**config.mk**
```make
export PLATFORM = sky130hd
export DESIGN_NAME = discio_ctrl
export DESIGN_NICKNAME = d
export VERILOG_FILES = /design/src/rtl/discio_pkg.sv /design/src/rtl/discio_sync.sv /design/src/rtl/discio_edge_pend.sv /design/src/rtl/discio_diff_mux.sv /design/src/rtl/discio_ctrl.sv
export SDC_FILE = /design/constraint.sdc
export NUM_CORES = 1
export LEC_CHECK = 0
export BUFFER_PORTS_ARGS = -buffer_cell sky130_fd_sc_hd__buf_2
export CORE_UTILIZATION = 45
export DETAILED_ROUTE_END_ITERATION = 6
export HOLD_SLACK_MARGIN = 0.03
export MAX_ROUTING_LAYER = met4
export PLACE_DENSITY = 0.64
export SYNTH_ARGS = -nofsm -noshare
export SYNTH_HDL_FRONTEND = slang
export SYNTH_SLANG_ARGS = --single-unit
```
**constraint.sdc**
```tcl
create_clock -name clk -period 2 [get_ports clk]
set_input_delay 0.3 -clock clk [delete_from_list [all_inputs] [get_ports clk]]
set_output_delay 0.3 -clock clk [all_outputs]
set_load 0.01 [all_outputs]
```
**src/rtl/discio_pkg.sv**
```systemverilog
package discio_pkg;
  localparam int ADDR_W = 4;
  localparam int DATA_W = 16;

  typedef enum logic [ADDR_W-1:0] {
    REG_SE_DIR  = 4'd0,
    REG_SE_OUT  = 4'd1,
    REG_SE_LVL  = 4'd2,
    REG_SE_EDGE = 4'd3,
    REG_SE_PEND = 4'd4,
    REG_SE_MASK = 4'd5,
    REG_DF_MODE = 4'd6,
    REG_DF_OUT  = 4'd7,
    REG_DF_LVL  = 4'd8,
    REG_DF_EDGE = 4'd9,
    REG_DF_PEND = 4'd10,
    REG_DF_MASK = 4'd11
  } reg_sel_e;
endpackage

```
**src/rtl/discio_sync.sv**
```systemverilog
module discio_sync #(
  parameter int W      = 14,
  parameter int STAGES = 2
) (
  input  logic         clk,
  input  logic         rst_n,
  input  logic [W-1:0] async_in,
  output logic [W-1:0] sync_out
);
  logic [STAGES-1:0][W-1:0] chain_q;

  always_ff @(posedge clk or negedge rst_n) begin
    if (!rst_n) begin
      chain_q <= '0;
    end else begin
      chain_q[0] <= async_in;
      for (int s = 1; s < STAGES; s++) begin
        chain_q[s] <= chain_q[s-1];
      end
    end
  end

  assign sync_out = chain_q[STAGES-1];
endmodule

```
**src/rtl/discio_edge_pend.sv**
```systemverilog
module discio_edge_pend #(
  parameter int W      = 14,
  parameter int SETTLE = 3
) (
  input  logic         clk,
  input  logic         rst_n,
  input  logic [W-1:0] lvl,
  input  logic [W-1:0] det_en,
  input  logic [W-1:0] rise_sel,
  input  logic         clr_we,
  input  logic [W-1:0] clr_bits,
  output logic [W-1:0] pend
);
  localparam int CNT_W = $clog2(SETTLE + 1);

  logic [W-1:0]     prev_q;
  logic [W-1:0]     hit;
  logic [W-1:0]     clr_eff;
  logic [CNT_W-1:0] settle_q;
  logic             armed;

  // Detection stays off until the synchroniser and edge history agree after reset.
  always_ff @(posedge clk or negedge rst_n) begin
    if (!rst_n) begin
      settle_q <= '0;
    end else if (settle_q != CNT_W'(SETTLE)) begin
      settle_q <= settle_q + 1'b1;
    end
  end
  assign armed = (settle_q == CNT_W'(SETTLE));

  always_ff @(posedge clk or negedge rst_n) begin
    if (!rst_n) prev_q <= '0;
    else        prev_q <= lvl;
  end

  genvar b;
  generate
    for (b = 0; b < W; b++) begin : g_bit
      assign hit[b] = armed && det_en[b] &&
                      (rise_sel[b] ? (lvl[b] && !prev_q[b]) : (!lvl[b] && prev_q[b]));
    end
  endgenerate

  assign clr_eff = clr_we ? clr_bits : '0;

  always_ff @(posedge clk or negedge rst_n) begin
    if (!rst_n) pend <= '0;
    else        pend <= (pend & ~clr_eff) | hit;
  end

  // a detected edge is always recorded, even against a clear
  p_edge_sets_r5: assert property (@(posedge clk) disable iff (!rst_n)
    (|hit) |=> ((pend & $past(hit)) == $past(hit)));

  // bits written with 1 and without a coincident edge drop
  p_w1c_clears_r7: assert property (@(posedge clk) disable iff (!rst_n)
    (clr_we && ((clr_bits & hit) == '0)) |=> ((pend & $past(clr_bits)) == '0));

  // a bit whose detection is off never becomes newly pending
  p_off_no_set_r6: assert property (@(posedge clk) disable iff (!rst_n)
    1'b1 |=> ((pend & ~$past(pend) & ~$past(det_en)) == '0));
endmodule

```
**src/rtl/discio_diff_mux.sv**
```systemverilog
module discio_diff_mux #(
  parameter int W = 8
) (
  input  logic [W-1:0] disc_mode,
  input  logic [W-1:0] disc_out,
  input  logic [W-1:0] ser_tx,
  input  logic [W-1:0] rx_pin,
  output logic [W-1:0] tx_pin,
  output logic [W-1:0] ser_rx
);
  genvar c;
  generate
    for (c = 0; c < W; c++) begin : g_ch
      assign tx_pin[c] = disc_mode[c] ? disc_out[c] : ser_tx[c];
      assign ser_rx[c] = disc_mode[c] ? 1'b1 : rx_pin[c];
    end
  endgenerate
endmodule

```
**src/rtl/discio_ctrl.sv**
```systemverilog
module discio_ctrl
  import discio_pkg::*;
#(
  parameter int SE_W        = 14,
  parameter int DF_W        = 8,
  parameter int SYNC_STAGES = 2
) (
  input  logic              clk,
  input  logic              rst_n,
  input  logic              bus_wr,
  input  logic [ADDR_W-1:0] bus_addr,
  input  logic [DATA_W-1:0] bus_wdata,
  output logic [DATA_W-1:0] bus_rdata,
  input  logic [SE_W-1:0]   se_pin_in,
  output logic [SE_W-1:0]   se_pin_out,
  output logic [SE_W-1:0]   se_pin_oe,
  input  logic [DF_W-1:0]   df_rx_pin,
  output logic [DF_W-1:0]   df_tx_pin,
  input  logic [DF_W-1:0]   ser_tx,
  output logic [DF_W-1:0]   ser_rx,
  output logic              irq
);
  localparam int SETTLE = SYNC_STAGES + 1;

  logic [SE_W-1:0] se_dir_q, se_out_q, se_edge_q, se_mask_q;
  logic [DF_W-1:0] df_mode_q, df_out_q, df_edge_q, df_mask_q;
  logic [SE_W-1:0] se_sync, se_pend, se_view;
  logic [DF_W-1:0] df_sync, df_pend;
  logic            se_clr_we, df_clr_we;
  logic            wdata_unused;

  assign wdata_unused = &{1'b0, bus_wdata};

  // Configuration registers
  always_ff @(posedge clk or negedge rst_n) begin
    if (!rst_n) begin
      se_dir_q  <= '0;
      se_out_q  <= '0;
      se_edge_q <= '0;
      se_mask_q <= '0;
      df_mode_q <= '0;
      df_out_q  <= '0;
      df_edge_q <= '0;
      df_mask_q <= '0;
    end else if (bus_wr) begin
      case (bus_addr)
        REG_SE_DIR:  se_dir_q  <= bus_wdata[SE_W-1:0];
        REG_SE_OUT:  se_out_q  <= bus_wdata[SE_W-1:0];
        REG_SE_EDGE: se_edge_q <= bus_wdata[SE_W-1:0];
        REG_SE_MASK: se_mask_q <= bus_wdata[SE_W-1:0];
        REG_DF_MODE: df_mode_q <= bus_wdata[DF_W-1:0];
        REG_DF_OUT:  df_out_q  <= bus_wdata[DF_W-1:0];
        REG_DF_EDGE: df_edge_q <= bus_wdata[DF_W-1:0];
        REG_DF_MASK: df_mask_q <= bus_wdata[DF_W-1:0];
        default: ;
      endcase
    end
  end

  assign se_clr_we = bus_wr && (bus_addr == REG_SE_PEND);
  assign df_clr_we = bus_wr && (bus_addr == REG_DF_PEND);

  // Single-ended bank
  discio_sync #(.W(SE_W), .STAGES(SYNC_STAGES)) u_se_sync (
    .clk(clk), .rst_n(rst_n), .async_in(se_pin_in), .sync_out(se_sync)
  );

  discio_edge_pend #(.W(SE_W), .SETTLE(SETTLE)) u_se_edge (
    .clk(clk), .rst_n(rst_n), .lvl(se_sync), .det_en(~se_dir_q),
    .rise_sel(se_edge_q), .clr_we(se_clr_we),
    .clr_bits(bus_wdata[SE_W-1:0]), .pend(se_pend)
  );

  assign se_pin_oe  = se_dir_q;
  assign se_pin_out = se_out_q;
  assign se_view    = (se_dir_q & se_out_q) | (~se_dir_q & se_sync);

  // Differential bank
  discio_sync #(.W(DF_W), .STAGES(SYNC_STAGES)) u_df_sync (
    .clk(clk), .rst_n(rst_n), .async_in(df_rx_pin), .sync_out(df_sync)
  );

  discio_edge_pend #(.W(DF_W), .SETTLE(SETTLE)) u_df_edge (
    .clk(clk), .rst_n(rst_n), .lvl(df_sync), .det_en(df_mode_q),
    .rise_sel(df_edge_q), .clr_we(df_clr_we),
    .clr_bits(bus_wdata[DF_W-1:0]), .pend(df_pend)
  );

  discio_diff_mux #(.W(DF_W)) u_df_mux (
    .disc_mode(df_mode_q), .disc_out(df_out_q), .ser_tx(ser_tx),
    .rx_pin(df_rx_pin), .tx_pin(df_tx_pin), .ser_rx(ser_rx)
  );

  assign irq = (|(se_pend & se_mask_q)) | (|(df_pend & df_mask_q));

  // Read path
  always_comb begin
    bus_rdata = '0;
    case (bus_addr)
      REG_SE_DIR:  bus_rdata = DATA_W'(se_dir_q);
      REG_SE_OUT:  bus_rdata = DATA_W'(se_out_q);
      REG_SE_LVL:  bus_rdata = DATA_W'(se_view);
      REG_SE_EDGE: bus_rdata = DATA_W'(se_edge_q);
      REG_SE_PEND: bus_rdata = DATA_W'(se_pend);
      REG_SE_MASK: bus_rdata = DATA_W'(se_mask_q);
      REG_DF_MODE: bus_rdata = DATA_W'(df_mode_q);
      REG_DF_OUT:  bus_rdata = DATA_W'(df_out_q);
      REG_DF_LVL:  bus_rdata = DATA_W'(df_sync);
      REG_DF_EDGE: bus_rdata = DATA_W'(df_edge_q);
      REG_DF_PEND: bus_rdata = DATA_W'(df_pend);
      REG_DF_MASK: bus_rdata = DATA_W'(df_mask_q);
      default:     bus_rdata = '0;
    endcase
  end

  // output enables move only after a write to the direction register
  p_oe_after_write_r3: assert property (@(posedge clk) disable iff (!rst_n)
    !$stable(se_pin_oe) |-> ($past(bus_wr) && ($past(bus_addr) == REG_SE_DIR)));
endmodule

```
==> results.toml <==
[synth]
yosysSeqAreaShare = 0.551
yosys_warnings = 0
synth.most_common_cell = "dfrtp_1"
synth_top_flop_cell = "dfrtp_1"
synth_cell_type_count = 63
synthArstFlopShare = 1.00
synth_commonest_cells = "dfrtp_1, nand2_1, mux2_2"
synth_top_area_frac = 0.551
yosys.area.top_type = "dfrtp_1"
synth_edf_count = 0
postSynthAreaPerCell_um2 = 12.2
ys_ff_latch = 180
synth_area_leaders = "dfrtp_1, mux2_2, nand2_1"
syn_inst = 672
syn_area_um2 = 8180

[timing]
hold_viol = 0
tightest_slew_ns = 0.585
fin_ws_ns = -0.342
timing.slew.headroom = 0.610
fmax_ghz = 0.427
slew_viol_final = 0
final.period_utilization = 1.17
setup_viol_count_final = 7
holdWs_ns = 0.143
finClkSkew_ns = 0.00550
fin_crit_ns = 2.34
fin_tns_setup_ns = -0.699
rsz0062_at_grt = "true"

[clock_tree]
clock_path_buffers = 2
cts_max_level = 4
cts_tree = "yes"
cts_num_sinks = 180
root_buffer = "clkbuf_16"
clock_latency_ns = 0.44
cts_made_buffers = 17
clk_pin_slew_ns = 0.07

[global_route]
grt_pass1_wl_um = 37300
grt_pass1_vias = 6500
grt_max_degree = 62
overflow = 0
antenna_found_initial = 1
grt_use_total = 0.282

[cells_and_area]
final_cells = 1131
fin_area_um2 = 10700
drive_above_1_share = 0.419
area_growth_pct = 31.0
layout.nets = 948
n_antenna_cell = 0

[placed_design]
dpl_cell_area_um2 = 9500
dp.cells = 1047
pre_cts_slack_ns = -0.107
io_buffers = 109
dpl.hpwl_um = 17100
routabilityCongestion = 0.935

[drt]
drtPass1Iterations = 6
vias = 6389
wl_per_cell_um = 21.5
vias_per_cell = 5.65
drtAntennaViolNets = 0
drt_iter0_drc = 523
remaining_drc_errors = 0
drt-total-wl_um = 24300

[critical_path]
path_max_fanout = 2
startpoint_type = "flop"
crit_required_ns = 1.70
critPathArrivalTime_ns = 2.04
crit_type = "reg2out"
cp-end-kind = "output port"

[floorplan]
die_h_um = 137
fp-row-count = 48
dieWidth_um = 137
start_util = 0.466
io_pins = 114
die_area_um2 = 18700
core-area_um2 = 17500

[power_and_ir_drop]
power_density_nw_per_um2 = 975
leakagePower_nw = 4.86
peakVddDrop_uv = 859

[worst_hold_path]
hp-class = "in2reg"

[run_status]
violations = "negative setup slack"
status = "finished, violations left"

[flow_run]
drv_cap = 0
==> worst max-delay path: stages (launching register included) <==
cell,delay [ns]
dfrtp_1,0.38
a22o_1,0.24
a221oi_2,0.27
buf_4,0.17
and4_1,0.22
nand4_1,0.14
buf_2,0.18
==> metal layers <==
metal  global-route usage  up-vias  wire length [µm]
li1                     -     2890                 -
met1                0.357     3211             10700
met2                0.445      241             11500
met3               0.0615       47              1440
met4                0.104        0               695
met5                    -        -                 0
==> path summary, 6_finish.rpt <==
check,end,slack (ns),cells past startpoint,startpoint
worst max-delay path,irq,-0.34,6,se_mask_q[5]$_DFFE_PN0P_
worst min-delay path,se_pin_oe[8]$_DFFE_PN0P_,0.14,2,bus_wdata[8]
worst max register to register,u_df_edge.settle_q[1]$_DFFE_PN0P_,0.58,2,u_df_edge.settle_q[0]$_DFFE_PN0P_
worst min register to register,u_se_sync.sync_out[13]$_DFF_PN0_,0.35,0,u_se_sync.chain_q[13]$_DFF_PN0_
max in group asynchronous,se_pin_oe[1]$_DFFE_PN0P_,0.91,3,rst_n
min in group asynchronous,se_pin_out[5]$_DFFE_PN0P_,0.39,2,rst_n
==> cells by family after synthesis <==
family	after synthesis	synth area share
buf+inv	58	0.0378
compound gates	132	0.123
flops	180	0.551
fa+ha+maj	2	0.00306
simple gates	176	0.110
other cells	1	0.000459
xor+xnor	2	0.00214
mux	121	0.172
==> cell type report <==
| class | count | area, µm² |
|---|---|---|
| tap | 225 | 282 |
| multi-input combinational | 435 | 3500 |
| sequential | 180 | 4510 |
| clock buffer | 17 | 425 |
| clock inverter | 15 | 171 |
| timing repair buffer | 238 | 1740 |
| inverter | 21 | 78.8 |
| fill | 1438 | 6820 |
==> metrics by stage <==
step	util	power, mW
floorplan	-	5.83
global placement	0.542	6.69
detailed placement	0.542	6.78
CTS	0.605	10.4
global route	0.611	10.9
finish	0.611	10.4
==> where the power goes <==
group / switching [mW] / internal [mW]
registers: 0.584 / 4.20
clock network: 1.55 / 1.87
logic: 1.02 / 1.22
total: 3.15 / 7.30
==> state kept, by name, indices dropped and copies added, names as in the netlist <==
signal	count
u_df_edge.prev_q	8
u_df_edge.pend	8
se_pin_out	14
u_df_sync.chain_q	8
u_df_sync.sync_out	8
u_se_edge.prev_q	14
u_se_sync.sync_out	14
u_df_edge.settle_q	2
df_edge_q	8
u_se_edge.pend	14
u_se_edge.settle_q	2
df_mask_q	8
se_pin_oe	14
df_out_q	8
u_se_sync.chain_q	14
se_mask_q	14
df_mode_q	8
se_edge_q	14
==> cells in the final DEF (no fill, tap or decap), drive strengths merged, types with 3 or more instances in the layout <==
| master | netlist | layout |
|---|---|---|
| and3 | 4 | 4 |
| nand3b | 3 | 3 |
| inv | 21 | 26 |
| clkinv | 0 | 6 |
| o22ai | 5 | 5 |
| o211ai | 4 | 4 |
| clkbuf | 4 | 18 |
| nand3 | 5 | 5 |
| dlygate4sd3 | 0 | 23 |
| mux2 | 104 | 104 |
| buf | 33 | 214 |
| nor2 | 39 | 39 |
| nor2b | 11 | 11 |
| a32o | 24 | 24 |
| or2 | 9 | 9 |
| nand2 | 84 | 84 |
| nand2b | 5 | 5 |
| o21ai | 34 | 34 |
| a32oi | 11 | 11 |
| a22o | 8 | 8 |
| a21oi | 6 | 6 |
| dfrtp | 180 | 180 |
| a22oi | 13 | 13 |
| a221oi | 8 | 8 |
| o221ai | 4 | 4 |
| nor3 | 4 | 4 |
| mux2i | 15 | 15 |
| nor3b | 3 | 3 |
==> timing repair <==
item,CTS,global route
setup endpoints to repair,12,15
endpoints found under the hold margin,69,0
buffers inserted,25,4
hold buffers,23,0
pin swaps,11,14
cloned,0,0
resized for setup,23,23
(Power assumes the default switching activity.)
